## src/rtl/spi_fetch_pkg.sv

```systemverilog
package spi_fetch_pkg;
    localparam logic [7:0] OPC_SINGLE = 8'h0B;
    localparam logic [7:0] OPC_DUAL   = 8'h3B;
    localparam int CMD_BITS    = 8;
    localparam int ADDR_BITS   = 24;
    localparam int DUMMY_CLKS  = 8;
    localparam int TX_BITS     = CMD_BITS + ADDR_BITS;
    localparam int PREFIX_CLKS = TX_BITS + DUMMY_CLKS;

    typedef enum logic [1:0] {
        FS_IDLE = 2'd0,
        FS_RUN  = 2'd1,
        FS_TAIL = 2'd2
    } fetch_st_e;
endpackage

```

## src/rtl/spi_sck_gen.sv

```systemverilog
module spi_sck_gen #(
    parameter int HALF_DIV = 2
) (
    input  logic clk,
    input  logic rst_n,
    input  logic run,
    output logic sck,
    output logic rise_evt,
    output logic fall_evt
);
    localparam int CW = (HALF_DIV > 1) ? $clog2(HALF_DIV) : 1;
    localparam logic [CW-1:0] WRAP = CW'(HALF_DIV - 1);

    logic [CW-1:0] cnt_d, cnt_q;
    logic          sck_d, sck_q;
    logic          wrap;

    always_comb begin
        wrap     = run && (cnt_q == WRAP);
        rise_evt = wrap && !sck_q;
        fall_evt = wrap && sck_q;
        cnt_d    = cnt_q;
        sck_d    = sck_q;
        if (!run) begin
            cnt_d = '0;
            sck_d = 1'b0;
        end else if (wrap) begin
            cnt_d = '0;
            sck_d = !sck_q;
        end else begin
            cnt_d = cnt_q + 1'b1;
        end
    end

    always_ff @(posedge clk or negedge rst_n) begin
        if (!rst_n) begin
            cnt_q <= '0;
            sck_q <= 1'b0;
        end else begin
            cnt_q <= cnt_d;
            sck_q <= sck_d;
        end
    end

    assign sck = sck_q;
endmodule

```

## src/rtl/spi_rx_assembler.sv

```systemverilog
module spi_rx_assembler (
    input  logic       clk,
    input  logic       rst_n,
    input  logic       clear,
    input  logic       sample,
    input  logic       dual,
    input  logic       odd_in,
    input  logic       even_in,
    output logic       byte_done,
    output logic [7:0] data,
    output logic       valid
);
    logic [7:0] sh_d, sh_q;
    logic [3:0] cnt_d, cnt_q;
    logic [3:0] cnt_next;
    logic [7:0] data_d, data_q;
    logic       valid_d, valid_q;

    always_comb begin
        sh_d     = sh_q;
        cnt_d    = cnt_q;
        data_d   = data_q;
        valid_d  = 1'b0;
        cnt_next = cnt_q + (dual ? 4'd2 : 4'd1);
        byte_done = sample && (cnt_next == 4'd8);
        if (clear) begin
            cnt_d = '0;
            sh_d  = '0;
        end else if (sample) begin
            sh_d  = dual ? {sh_q[5:0], odd_in, even_in} : {sh_q[6:0], even_in};
            cnt_d = byte_done ? 4'd0 : cnt_next;
            if (byte_done) begin
                data_d  = sh_d;
                valid_d = 1'b1;
            end
        end
    end

    always_ff @(posedge clk or negedge rst_n) begin
        if (!rst_n) begin
            sh_q    <= '0;
            cnt_q   <= '0;
            data_q  <= '0;
            valid_q <= 1'b0;
        end else begin
            sh_q    <= sh_d;
            cnt_q   <= cnt_d;
            data_q  <= data_d;
            valid_q <= valid_d;
        end
    end

    assign data  = data_q;
    assign valid = valid_q;
endmodule

```

## src/rtl/spi_dual_fetch.sv

```systemverilog
module spi_dual_fetch
    import spi_fetch_pkg::*;
#(
    parameter int HALF_DIV = 2,
    parameter int CNT_W    = 16
) (
    input  logic             clk,
    input  logic             rst_n,
    input  logic             start,
    input  logic [23:0]      start_addr,
    input  logic [CNT_W-1:0] byte_count,
    input  logic             dual_mode,
    output logic [7:0]       rd_data,
    output logic             rd_valid,
    output logic             done,
    output logic             spi_cs_n,
    output logic             spi_sck,
    output logic             spi_dio_o,
    output logic             spi_dio_oe,
    input  logic             spi_dio_i,
    input  logic             spi_do_i
);
    localparam int EDGE_W = $clog2(PREFIX_CLKS + 1);
    localparam logic [EDGE_W-1:0] PREFIX_CNT = EDGE_W'(PREFIX_CLKS);
    localparam logic [EDGE_W-1:0] TX_CNT     = EDGE_W'(TX_BITS);

    typedef struct packed {
        fetch_st_e          st;
        logic [EDGE_W-1:0]  edges;
        logic [TX_BITS-1:0] tx;
        logic               oe;
        logic [CNT_W-1:0]   left;
        logic               dual;
        logic               cs_n;
        logic               done;
    } ctl_t;

    ctl_t ctl_d, ctl_q;
    logic run, rise_evt, fall_evt, sck_w;
    logic sample_en, byte_done, clear_rx;

    spi_sck_gen #(.HALF_DIV(HALF_DIV)) u_sck (
        .clk      (clk),
        .rst_n    (rst_n),
        .run      (run),
        .sck      (sck_w),
        .rise_evt (rise_evt),
        .fall_evt (fall_evt)
    );

    spi_rx_assembler u_rx (
        .clk       (clk),
        .rst_n     (rst_n),
        .clear     (clear_rx),
        .sample    (sample_en),
        .dual      (ctl_q.dual),
        .odd_in    (spi_dio_i),
        .even_in   (spi_do_i),
        .byte_done (byte_done),
        .data      (rd_data),
        .valid     (rd_valid)
    );

    always_comb begin
        run       = (ctl_q.st != FS_IDLE);
        sample_en = (ctl_q.st == FS_RUN) && rise_evt && (ctl_q.edges == PREFIX_CNT);
        clear_rx  = (ctl_q.st == FS_IDLE);
        ctl_d      = ctl_q;
        ctl_d.done = 1'b0;
        unique case (ctl_q.st)
            FS_IDLE: begin
                if (start) begin
                    if (byte_count == '0) begin
                        ctl_d.done = 1'b1;
                    end else begin
                        ctl_d.st    = FS_RUN;
                        ctl_d.cs_n  = 1'b0;
                        ctl_d.tx    = {(dual_mode ? OPC_DUAL : OPC_SINGLE), start_addr};
                        ctl_d.oe    = 1'b1;
                        ctl_d.edges = '0;
                        ctl_d.left  = byte_count;
                        ctl_d.dual  = dual_mode;
                    end
                end
            end
            FS_RUN: begin
                if (rise_evt && (ctl_q.edges != PREFIX_CNT)) begin
                    ctl_d.edges = ctl_q.edges + 1'b1;
                end
                if (fall_evt) begin
                    if (ctl_q.edges < TX_CNT) begin
                        ctl_d.tx = {ctl_q.tx[TX_BITS-2:0], 1'b0};
                    end else begin
                        ctl_d.oe = 1'b0;
                    end
                end
                if (byte_done) begin
                    ctl_d.left = ctl_q.left - 1'b1;
                    if (ctl_q.left == CNT_W'(1)) begin
                        ctl_d.st = FS_TAIL;
                    end
                end
            end
            FS_TAIL: begin
                if (fall_evt) begin
                    ctl_d.st   = FS_IDLE;
                    ctl_d.cs_n = 1'b1;
                    ctl_d.done = 1'b1;
                end
            end
            default: begin
                ctl_d.st   = FS_IDLE;
                ctl_d.cs_n = 1'b1;
                ctl_d.oe   = 1'b0;
            end
        endcase
    end

    always_ff @(posedge clk or negedge rst_n) begin
        if (!rst_n) begin
            ctl_q       <= '0;
            ctl_q.st    <= FS_IDLE;
            ctl_q.cs_n  <= 1'b1;
        end else begin
            ctl_q <= ctl_d;
        end
    end

    assign done       = ctl_q.done;
    assign spi_cs_n   = ctl_q.cs_n;
    assign spi_sck    = sck_w;
    assign spi_dio_o  = ctl_q.tx[TX_BITS-1];
    assign spi_dio_oe = ctl_q.oe;
endmodule

```

## config.mk

```make
export PLATFORM = sky130hd
export DESIGN_NAME = spi_dual_fetch
export DESIGN_NICKNAME = d
export VERILOG_FILES = /design/src/rtl/spi_fetch_pkg.sv /design/src/rtl/spi_sck_gen.sv /design/src/rtl/spi_rx_assembler.sv /design/src/rtl/spi_dual_fetch.sv
export SDC_FILE = /design/constraint.sdc
export NUM_CORES = 1
export LEC_CHECK = 0
export BUFFER_PORTS_ARGS = -buffer_cell sky130_fd_sc_hd__buf_2
export CAP_MARGIN = 15
export CORE_MARGIN = 1
export CORE_UTILIZATION = 52
export CTS_BUF_LIST = sky130_fd_sc_hd__clkbuf_8 sky130_fd_sc_hd__clkbuf_16
export DETAILED_ROUTE_END_ITERATION = 8
export GPL_ROUTABILITY_DRIVEN = 0
export PLACE_DENSITY = 0.8
export SYNTH_ARGS = -nofsm -noshare
export SYNTH_HDL_FRONTEND = slang
export SYNTH_SLANG_ARGS = --single-unit
```

## constraint.sdc

```tcl
create_clock -name clk -period 2.9 [get_ports clk]
set_input_delay 0.145 -clock clk [delete_from_list [all_inputs] [get_ports clk]]
set_output_delay 0.145 -clock clk [all_outputs]
set_load 0.01 [all_outputs]
```

== Yosys cells after proc, flatten, opt, wreduce, memory -nomap -nowiden ==
Index checks and enable logic that the tools add are counted.
Word-level totals
  register bits: 82
  bits in latches: 0
  memory bits (writable): 0
  ROM bits: 0
  bits of input ports: 46
  output and inout bits: 14
  word-level logic and storage cells: 93
  memories: 0
Cells by class
  $add $sub $neg: 4
  multipliers: 0
  divide/modulo/power cells: 0
  magnitude comparators: 1
  eq/ne operators: 16
  shift-type cells: 0
  multiplexer cells: 33
  bitwise logic cells: 4
  reduce and logical (&&, ||, !) cells: 21
Operators with widths (count)
  38-bit one-hot mux with 2 select lines: 1
  60-bit 2-to-1 mux: 1
  59-bit 2-to-1 mux: 1
  33-bit 2-to-1 mux: 1
  32-bit 2-to-1 mux: 1
  16-bit one-hot mux with 2 select lines: 1
  16-bit by 1-bit equality test with 1-bit output (second input constant): 1
  16-bit logical NOT: 1
  16-bit 2-to-1 mux: 1
  16-bit by 1-bit subtractor with 16-bit output (second input constant): 1
  5-bit AND reduction: 3
  7-bit 2-to-1 mux: 2
  2-bit != test (second input constant): 7
  4-bit 2-to-1 mux: 3
  6-bit 2-to-1 mux: 2
  4-bit AND reduction: 3
  2-bit 2-to-1 mux: 5
  1-bit 2-to-1 mux: 9
  8-bit 2-to-1 mux: 1
  1-bit logical AND: 7
  6-bit by 1-bit adder with 6-bit output (second input constant): 1
  6-bit equality test (second input constant): 1
  6-bit less-than comparator (second input constant): 1
  2-bit by 1-bit != test with 1-bit output (second input constant): 3
  14 further kinds: 21

== Logic depth before layout (Yosys ltp) ==
Gate-level depths: netlist of the first run.
  depth after elaboration: 9
  mapped depth: 12
  gate-level depth less buffers: 9

== Hierarchy ==
A second synthesis of the first run with hierarchy kept.
Second synthesis, totals
  cell total of the unflattened synthesis: 439
  area, all modules: 4112.7 um^2
By module, submodules not included
  spi_dual_fetch: times used 1, cells an instance 350, area an instance 3022.9 um^2, seq. area each 1502.7 um^2
  spi_rx_assembler: times used 1, cells an instance 81, area an instance 1001.0 um^2, seq. area each 500.5 um^2
  spi_sck_gen: times used 1, cells an instance 8, area an instance 88.8 um^2, seq. area each 50.0 um^2

== Worst setup path before layout of the first run ==
No wires, ideal clock.
  path type: register to register
  start point: register ctl_q[2] in the netlist's numbering
  end point: register ctl_q[14] in the netlist's numbering
  library setup time: 0.130 ns
  arrival: 2.855 ns
  required time: 2.770 ns
  slack: -0.085 ns
  stages on the path, launching flop included: 12
  buffers on the path: 2
  period minus slack after synthesis: 2.985 ns
  cells stage by stage: dfrtp_1 clkbuf_1 inv_1 ha_1 inv_1 fa_1 xor2_1 nand3b_1 or4b_2 clkbuf_1 nor4b_1 o22ai_1
On the way
  longest elaborated chain between the ends: 6
Ends and longest elaborated chain
  start, declared: RTL line spi_dual_fetch.sv:38  | ctl_t ctl_d, ctl_q;
  start signal, assigned: RTL line spi_dual_fetch.sv:125  | ctl_q <= ctl_d;
  2-bit 2-to-1 mux: RTL line spi_rx_assembler.sv:24  | cnt_next = cnt_q + (dual ? 4'd2 : 4'd1);
  4-bit adder: RTL line spi_rx_assembler.sv:24
  4-bit equality test: RTL line spi_rx_assembler.sv:25  | byte_done = sample && (cnt_next == 4'd8);
  1-bit logical AND: RTL line spi_rx_assembler.sv:25
  2-bit != test (no line)
  4-bit AND reduction (no line)
Every way passes these cells.
A chain may end at the register's enable or synchronous reset.

== Final worst setup path of the first run ==
  start point: register ctl_q[2] in the netlist's numbering
  end point: register ctl_q[12] in the netlist's numbering
Same word-level chain as after synthesis.

==> run_results.csv, run 1 <==
group,metric,value,unit
sta,rsz0062_at_grt,"true",
hold_path,hold_class,"in2reg",
flow_run,drv_cap,0,
cts,cts_tree,"yes",
outcome,status,"complete, no violations",
power_and_ir_drop,switchingPower,1.00,mW
global_route,grt_max_degree,83,
power_and_ir_drop,power,3.42,mW
sta,slew_viol_final,0,
sta,max_freq,368,MHz
sta,slew-limit-headroom,0.327,
setup_path,arrival,2.93,ns
route,via_count,3595,
logic_synthesis,syn-instance-count,458,
setup_path,critPathLaunchType,"flip-flop",
route,drt.antenna.violating_nets,0,
power_and_ir_drop,switching_share,0.293,
global_route,grt_usage,0.239,
logic_synthesis,ys_ff_latch,82,
power_and_ir_drop,p_seq_frac,0.453,
cts,cts_buffers,9,
global_route,use_met3,0.0352,
global_route,grt_pass1_vias,3459,
layout,multi_input_area,1890,um2
global_route,grt_util_met2,0.377,
route,drtIter0Drc,271,
floorplan,io_pins,60,
hold_path,whs_path_depth,3,
layout,seq_area,2050,um2
cts,cts_sinks,82,
sta,setup_viol,0,
logic_synthesis,avgSynthCellArea,9.00,um2
layout,layout_commonest_cell,"dfrtp_1",
setup_path,cpPeakStageDelay,0.61,ns
global_route,overflow,0,
logic_synthesis,synth_cell_types,46,
sta,worst_pin_slew,1.01,ns
floorplan,num_rows,32,
layout,fillers,673,
power_and_ir_drop,powerDensity,709,nW/um2
layout,area_growth,17.1,%
sta,fin_crit_sh,0.937,
cts,htreeDepth,3,
setup_path,cpMostUsedCell,"inv_1",
setup_path,r2r_cells,9,
global_route,grtUsageMet1,0.337,
logic_synthesis,synthFlopType,"dfrtp_1",
logic_synthesis,async_reset_ff_frac,1.00,
logic_synthesis,seq_area_frac_synth,0.498,
sta,period_needed,2.72,ns
power_and_ir_drop,power.leakage,2.27,nW
floorplan,die_x,91.0,um
placement,dpl.hpwl,6.30,mm
layout,drive_gt1_frac,0.194,
placement,dp_worst_setup_slack,-0.0184,ns
sta,fin_skew,0.00754,ns
logic_synthesis,yosysWarnings,0,
layout,diodes,0,
setup_path,cp_max_fo,9,
cts,clock_path_buffers,2,
global_route,antenna_found_initial,0,
route,wl_per_cell,14.9,um
route,via_per_inst,5.78,
setup_path,r2r_slack,0.18,ns
setup_path,setup.worst_path.end_class,"flip-flop",
sta,worst_slack,0.184,ns
power_and_ir_drop,clockPowerShare,0.334,
route,drc,0,
layout,final_cell_mix,"dfrtp_1, nand2_1, buf_2",
global_route,grt_pass1_wl,15.9,mm
sta,hold_viol,0,
floorplan,coreArea,7690,um2
cts,worstSkewPairLatency,0.35,ns
power_and_ir_drop,ir_worst_vdd,0.000334,V
cts,cts_root_buf,"clkbuf_8",
cts,clkTransAtPathRegs,0.08,ns
setup_path,worstSetupPathType,"reg2reg",
layout,final_nets,568,
route,routed_wl,9.25,mm
logic_synthesis,syn-num-nets,511,
placement,port_buffers,59,
setup_path,critical_path_required,3.11,ns
logic_synthesis,synth_edf_count,0,
global_route,gr-max-usage-layer,"met2",
setup_path,critPathSlowestCell,"or4b_4",
floorplan,start_util,0.536,
floorplan,die-area,8290,um2
setup_path,worstPathCellList,"inv_1 > ha_1 > inv_1 > fa_1 > xor2_1 > nand3b_1 > or4b_4 > nor4_1 > o22ai_1",
logic_synthesis,syn_area,4120,um2
floorplan,die_h,91.0,um
power_and_ir_drop,p_int,2.42,mW
route,dr.pass1.iters,5,
power_and_ir_drop,comb_power_share,0.213,
[routing by layer]
metal  share of wire  routed length (um)
met5               0                   0
met4           0.012                 107
met3           0.045                 416
met2            0.48                4460
met1            0.46                4270
[stage by stage]
step / hold slack (ns) / std cells / area, um2 / TNS, ns / util
4_1_cts: 0.0125 / 621 / 4820 / 0 / 0.627
3_3_place_gp: 0.379 / 604 / 4530 / 0 / 0.589
3_5_place_dp: 0.382 / 604 / 4530 / -0.0294 / 0.589
6_report: 0.0206 / 622 / 4830 / 0 / 0.628
5_1_grt: 0.0429 / 622 / 4830 / -0.0146 / 0.628
2_1_floorplan: -0.151 / 458 / 4130 / 0 / -
[registers in the layout, summed over array words and instances, names as in the netlist]
register	cells
ctl_q	56
done	1
spi_cs_n	1
spi_dio_o	1
spi_dio_oe	1
u_rx.cnt_q	4
u_rx.data	8
u_rx.sh_q	7
u_rx.valid	1
u_sck.cnt_q	1
u_sck.sck	1
[worst max-delay path, delay by kind of cell, from the launching register on]
family          cells  cell delay, ns
xor+xnor            1            0.18
simple gates        3            1.12
fa+ha+maj           2            0.61
flops               1            0.38
compound gates      1            0.12
buf+inv             2            0.17
[kinds of logic (layout without fill, tap and decap cells)]
logic type | after synthesis | in the layout | synth area share
XOR/XNOR | 6 | 6 | 0.0127
buffers and inverters | 43 | 105 | 0.0458
AND/OR/NAND/NOR | 182 | 182 | 0.221
AO/OA/AOI/OAI | 130 | 130 | 0.180
multiplexers | 8 | 8 | 0.0194
flip-flops | 82 | 82 | 0.498
adder cells (fa/ha/maj) | 7 | 7 | 0.0231
[final cells by class]
class,instances,share of cell area
Clock buffer,9,0.0256
Clock inverter,7,0.0326
Inverter,14,0.0109
Multi-Input combinational cell,333,0.392
Sequential cell,82,0.425
Tap cell,102,0.0264
Timing Repair Buffer,75,0.0870
[cells in the mapped netlist, types with 2 or more instances]
cell / instances / area (um2)
dfrtp_1: 81 / 2030
nand2_1: 68 / 255
a21oi_1: 42 / 210
o21ai_0: 34 / 170
nor2_1: 26 / 97.6
and3_1: 25 / 156
o21ai_1: 20 / 100
clkbuf_1: 19 / 71.3
nand3_1: 15 / 75.1
inv_1: 14 / 52.6
o22ai_1: 12 / 75.1
nor3_1: 11 / 55.1
nor4_1: 11 / 68.8
a22oi_1: 9 / 67.6
mux2i_1: 8 / 80.1
ha_1: 6 / 75.1
or4_1: 5 / 37.5
xor2_1: 5 / 43.8
buf_2: 4 / 20.0
a32oi_1: 3 / 26.3
clkbuf_2: 3 / 15.0
nor4b_1: 3 / 26.3
or3_1: 3 / 18.8
a21o_1: 2 / 15.0
and4bb_2: 2 / 25.0
buf_6: 2 / 22.5
nand4_1: 2 / 12.5
nor2b_1: 2 / 12.5
o211ai_1: 2 / 15.0
or2_2: 2 / 12.5
or4_4: 2 / 22.5
[power by group through the flow]
| stage | clock, mW | sequential [mW] | combinational (mW) |
|---|---|---|---|
| after global routing | 1.20 | 1.58 | 0.836 |
| final | 1.14 | 1.55 | 0.729 |
| after detailed placement | 0 | 1.57 | 0.726 |
| after floorplan | 0 | 1.53 | 0.533 |
| after global placement | 0 | 1.56 | 0.691 |
| after CTS | 1.17 | 1.55 | 0.731 |
[path summary, 6_finish.rpt]
check,start,end
min,start_addr[0],ctl_q[20]
min reg2reg,u_rx.data[4],u_rx.data[4]
max in group asynchronous,rst_n,ctl_q[48]
min in group asynchronous,rst_n,u_rx.data[4]
max reg2reg,ctl_q[2],ctl_q[12]
max,ctl_q[2],ctl_q[12]
[what timing repair did]
item,4_1_cts,5_1_grt
gates resized for setup,1,0
setup endpoints to repair,3,2
hold endpoints to repair,24,0
buffers inserted,0,0
hold buffers,1,0
Note: power is estimated with default switching activity, not from simulation.
==> inputs of run 2 (changes only) <==
Settings changed: CORE_MARGIN 1 to 2, CTS_CLUSTER_SIZE set to 24.
==> run_results.csv, run 2 (same netlist as run 1, synthesis figures left out) <==
group,metric,value,unit
floorplan,num_rows,32,
hold_path,hp-start,"start_addr[0]",
setup_path,worstSetupPathType,"reg2reg",
layout,fillers,673,
sta,period_needed,2.74,ns
power_and_ir_drop,p_seq_frac,0.481,
layout,largest_register,"ctl_q",
sta,rsz0062_at_grt,"false",
placement,port_buffers,59,
setup_path,critical_path_required,3.14,ns
global_route,grt_pass1_vias,3499,
setup_path,cp_max_fo,9,
route,drt.antenna.violating_nets,0,
cts,cts_buffers,9,
power_and_ir_drop,p_int,2.19,mW
flow_run,drv_cap,0,
setup_path,r2r_start,"ctl_q[2]",
power_and_ir_drop,powerDensity,675,nW/um2
floorplan,coreArea,7690,um2
hold_path,hold_class,"in2reg",
global_route,grt_pass1_wl,15.7,mm
sta,hold_viol,0,
global_route,grt_usage,0.229,
layout,fin_util,0.620,
sta,slew-limit-headroom,0.334,
layout,layout_commonest_cell,"dfrtp_1",
power_and_ir_drop,comb_power_share,0.226,
floorplan,die_x,93.0,um
layout,diodes,0,
power_and_ir_drop,power,3.22,mW
floorplan,die_h,93.0,um
sta,fin_crit_sh,0.943,
sta,finalSetupTns,0,ns
layout,final_cell_mix,"dfrtp_1, nand2_1, buf_2",
global_route,overflow,0,
sta,whs,0.0242,ns
route,via_count,3558,
floorplan,start_util,0.536,
sta,setup_viol,0,
route,via_per_inst,5.73,
cts,clock_path_buffers,2,
floorplan,die-area,8660,um2
layout,final_nets,567,
sta,max_freq,366,MHz
power_and_ir_drop,power.leakage,2.24,nW
power_and_ir_drop,switchingPower,1.03,mW
power_and_ir_drop,ir_worst_vdd,0.000434,V
route,dr.pass1.iters,5,
route,routed_wl,9.23,mm
setup_path,setup.worst_path.end_class,"flip-flop",
layout,largest_reg_flops,56,
cts,cts_root_buf,"clkbuf_8",
layout,area_growth,15.6,%
route,wl_per_cell,14.9,um
cts,cts_tree,"yes",
global_route,antenna_found_initial,0,
cts,htreeDepth,3,
setup_path,critPathLaunchType,"flip-flop",
cts,clkTransAtPathRegs,0.09,ns
route,drc,0,
layout,drive_gt1_frac,0.195,
sta,slew_viol_final,0,
setup_path,arrival,2.97,ns
outcome,status,"complete, no violations",
power_and_ir_drop,clockPowerShare,0.292,
setup_path,critical_path.startpoint,"ctl_q[2]",
sta,worst_pin_slew,0.999,ns
placement,dpl.hpwl,6.40,mm
cts,worstSkewPairLatency,0.36,ns
placement,dp_worst_setup_slack,0.0275,ns
global_route,grt_max_degree,83,
layout,multi_input_area,1890,um2
layout,seq_area,2050,um2
placement,dpl-instance-area,4530,um2
route,drtIter0Drc,315,
placement,post-place-cells,604,
sta,fin_skew,0.00839,ns
cts,cts_sinks,82,
sta,worst_slack,0.165,ns
layout,fin_area,4770,um2
power_and_ir_drop,switching_share,0.319,
floorplan,io_pins,60,
layout,stdcell_count,621,
## run 2: cell count changes in the layout (fill, tap and decap cells not counted), sizes merged
cell,before,now
buf,74,73
bufinv,5,2
clkbuf,9,10
clkinvlp,0,1
inv,16,17
## run 2: final cells by class
cell class                 count  area share
clock buffer                  10      0.0289
tap                          102      0.0268
sequential                    82       0.431
clock inverter                 6      0.0186
inverter                      14      0.0110
timing repair buffer          74      0.0866
multi-input combinational    333       0.397
## run 2: final timing paths
kind                       cells past startpoint           end  slack (ns)
setup reg to reg                               9     ctl_q[16]        0.16
min in group asynchronous                      2  u_rx.data[2]        0.51
hold reg to reg                                2  u_rx.data[1]        0.48
setup / recovery                               9     ctl_q[16]        0.16
hold / removal                                 3     ctl_q[20]        0.02
max in group asynchronous                      2     ctl_q[18]        1.76
## run 2: what timing repair did
item / CTS / global route
setup endpoints to repair: 1 / 0
resized for setup: 1 / 0
hold endpoints to repair: 44 / 0
hold buffers: 1 / 0
setup buffers: 0 / 0
## run 2: layer usage
metal | GRT usage | vias up | part of all wire
met2 | 0.359 | 105 | 0.47
met1 | 0.310 | 1690 | 0.46
met5 | 0 | - | 0
li1 | - | 1748 | -
met3 | 0.0580 | 15 | 0.058
met4 | 0.0882 | 0 | 0.016
## run 2: worst max-delay path, stage by stage (launching register included)
cell,delay [ns]
dfrtp_1,0.39
inv_1,0.11
ha_1,0.21
inv_1,0.07
fa_1,0.41
xor2_1,0.18
nand3b_1,0.17
or4b_4,0.60
nor4_1,0.35
o22ai_1,0.12
## run 2: power by group through the flow
stage               combinational [mW]  clock (mW)  sequential [mW]
floorplan                        0.533           0             1.53
global placement                 0.689           0             1.56
detailed placement               0.727           0             1.56
CTS                              0.733       0.952             1.55
global route                     0.833        1.00             1.58
finish                           0.728       0.941             1.55
==> inputs of run 3 (changes only) <==
--- a/config.mk
+++ b/config.mk
@@ -10,5 +10,4 @@
 export CORE_MARGIN = 2
 export CORE_UTILIZATION = 52
-export CTS_BUF_LIST = sky130_fd_sc_hd__clkbuf_8 sky130_fd_sc_hd__clkbuf_16
 export CTS_CLUSTER_SIZE = 24
 export DETAILED_ROUTE_END_ITERATION = 8
==> constraint.sdc (replaced) <==
create_clock -name clk -period 2.9 [get_ports clk]
set_input_delay 0.29 -clock clk [delete_from_list [all_inputs] [get_ports clk]]
set_output_delay 0.29 -clock clk [all_outputs]
set_load 0.01 [all_outputs]
==> run_results.csv, run 3 (same netlist as run 1, synthesis figures left out) <==
group,metric,value,unit
layout,drive_gt1_frac,0.198,
setup_path,worstPathCellList,"inv_1 > ha_1 > inv_1 > fa_1 > xor2_1 > nand3b_1 > buf_4 > or4_4 > nor4_1 > o22ai_1",
floorplan,die-area,8660,um2
setup_path,arrival,2.85,ns
placement,port_buffers,59,
cts,worstSkewPairLatency,0.35,ns
sta,fin_skew,0.0123,ns
global_route,grt_usage,0.233,
route,drc,0,
layout,diodes,0,
floorplan,io_pins,60,
cts,htreeDepth,3,
route,wl_per_cell,15.0,um
route,drt.antenna.violating_nets,0,
floorplan,start_util,0.536,
hold_path,hold_class,"in2async",
sta,finalSetupTns,0,ns
cts,post_cts_buffers,0,
power_and_ir_drop,p_seq_frac,0.496,
layout,seq_area,2050,um2
setup_path,cp_max_fo,5,
setup_path,worstSetupPathType,"reg2reg",
setup_path,cpPeakStageDelay,0.56,ns
route,drtIter0Drc,316,
sta,worst_pin_slew,1.01,ns
route,dr.pass1.iters,5,
global_route,antenna_found_initial,0,
cts,clkTransAtPathRegs,0.08,ns
sta,slew-limit-headroom,0.326,
route,via_per_inst,5.80,
global_route,grt_pass1_wl,15.9,mm
layout,fillers,704,
floorplan,die_h,93.0,um
sta,rsz0062_at_grt,"false",
outcome,status,"complete, no violations",
setup_path,critical_path_required,3.13,ns
cts,cts_tree,"yes",
sta,period_needed,2.62,ns
cts,ctsHoldBuffers,0,
setup_path,critPathSlowestCell,"or4_4",
sta,setup_viol,0,
power_and_ir_drop,power.leakage,2.23,nW
floorplan,coreArea,7690,um2
layout,final_nets,567,
route,routed_wl,9.34,mm
layout,largest_register,"ctl_q",
cts,post_cts_resize_count,0,
sta,max_freq,382,MHz
flow_run,drv_cap,0,
global_route,grt_max_degree,83,
power_and_ir_drop,clockPowerShare,0.267,
layout,layout_commonest_cell,"dfrtp_1",
layout,final_cell_mix,"dfrtp_1, nand2_1, buf_2",
setup_path,cpMostUsedCell,"inv_1",
power_and_ir_drop,powerDensity,660,nW/um2
layout,area_growth,15.1,%
power_and_ir_drop,p_int,2.13,mW
power_and_ir_drop,comb_power_share,0.237,
route,via_count,3600,
floorplan,num_rows,32,
cts,cts_sinks,82,
floorplan,die_x,93.0,um
layout,multi_input_area,1900,um2
placement,dpl.hpwl,6.48,mm
sta,fin_crit_sh,0.903,
power_and_ir_drop,ir_worst_vdd,0.000406,V
global_route,overflow,0,
setup_path,critPathLaunchType,"flip-flop",
sta,slew_viol_final,0,
cts,cts_buffers,9,
setup_path,setup.worst_path.end_class,"flip-flop",
power_and_ir_drop,power,3.13,mW
power_and_ir_drop,switchingPower,0.998,mW
sta,hold_viol,0,
layout,largest_reg_flops,56,
cts,clock_path_buffers,2,
power_and_ir_drop,switching_share,0.319,
cts,cts_root_buf,"clkbuf_8",
global_route,grt_pass1_vias,3449,
## run 3: cell types whose count changed in the layout (fill, tap and decap cells not counted), sizes merged
cell and change:
dlygate4sd3 -1, clkbuf +3, clkinv +2, bufinv -1, buf +1, clkinvlp -1
inv -3
## run 3: cell type report
type | count | area share
clock inverters | 3 | 0.00844
clock buffers | 13 | 0.0335
flip-flops and latches | 82 | 0.433
well taps | 102 | 0.0269
inverters | 14 | 0.0111
repair buffers | 74 | 0.0865
multi-input cells | 333 | 0.401
## run 3: power groups by stage
stage          Combinational [mW]  Clock [mW]  Sequential [mW]
4_1_cts                     0.745       0.861             1.55
3_3_place_gp                0.702           0             1.56
2_1_floorplan               0.533           0             1.53
3_5_place_dp                0.739           0             1.57
6_report                    0.743       0.836             1.55
5_1_grt                     0.859       0.908             1.58
## run 3: final timing paths
check | from | to | slack [ns] | cells after the start
worst min-delay path | rst_n | u_rx.data[2] | 0.11 | 1
worst min register to register | u_rx.data[2] | u_rx.data[2] | 0.49 | 2
max in group asynchronous | rst_n | ctl_q[44] | 2.14 | 1
min in group clk | start_addr[0] | ctl_q[20] | 0.16 | 3
worst max register to register | ctl_q[2] | ctl_q[15] | 0.28 | 10
worst max-delay path | ctl_q[2] | ctl_q[15] | 0.28 | 10
## run 3: per-layer routing
metal,global-route usage,up-vias,part of all wire
li1,-,1746,-
met1,0.326,1711,0.46
met2,0.366,129,0.48
met3,0.0443,14,0.050
met4,0.0809,0,0.012
met5,0,-,0
## run 3: critical path: cells and delay by family (launching register included)
family                     cells  cell delay [ns]
AOI/OAI and AO/OA              1             0.11
xor gates and xnor gates       1             0.17
adders and majority gates      2             0.63
buffers and inverters          3             0.34
DFF                            1             0.38
and+or+nand+nor                3             0.87
## run 3: per-stage QoR
step / cell area, um2 / cells / utilization / hold WS [ns] / setup slack (ns)
floorplan: 4130 / 458 / - / -0.00559 / 0.00465
global placement: 4530 / 605 / 0.590 / 0.457 / 0.193
detailed placement: 4530 / 605 / 0.590 / 0.469 / 0.0817
CTS: 4730 / 621 / 0.616 / 0.148 / 0.0713
global route: 4750 / 621 / 0.617 / 0.170 / 0.0396
finish: 4750 / 621 / 0.617 / 0.110 / 0.281
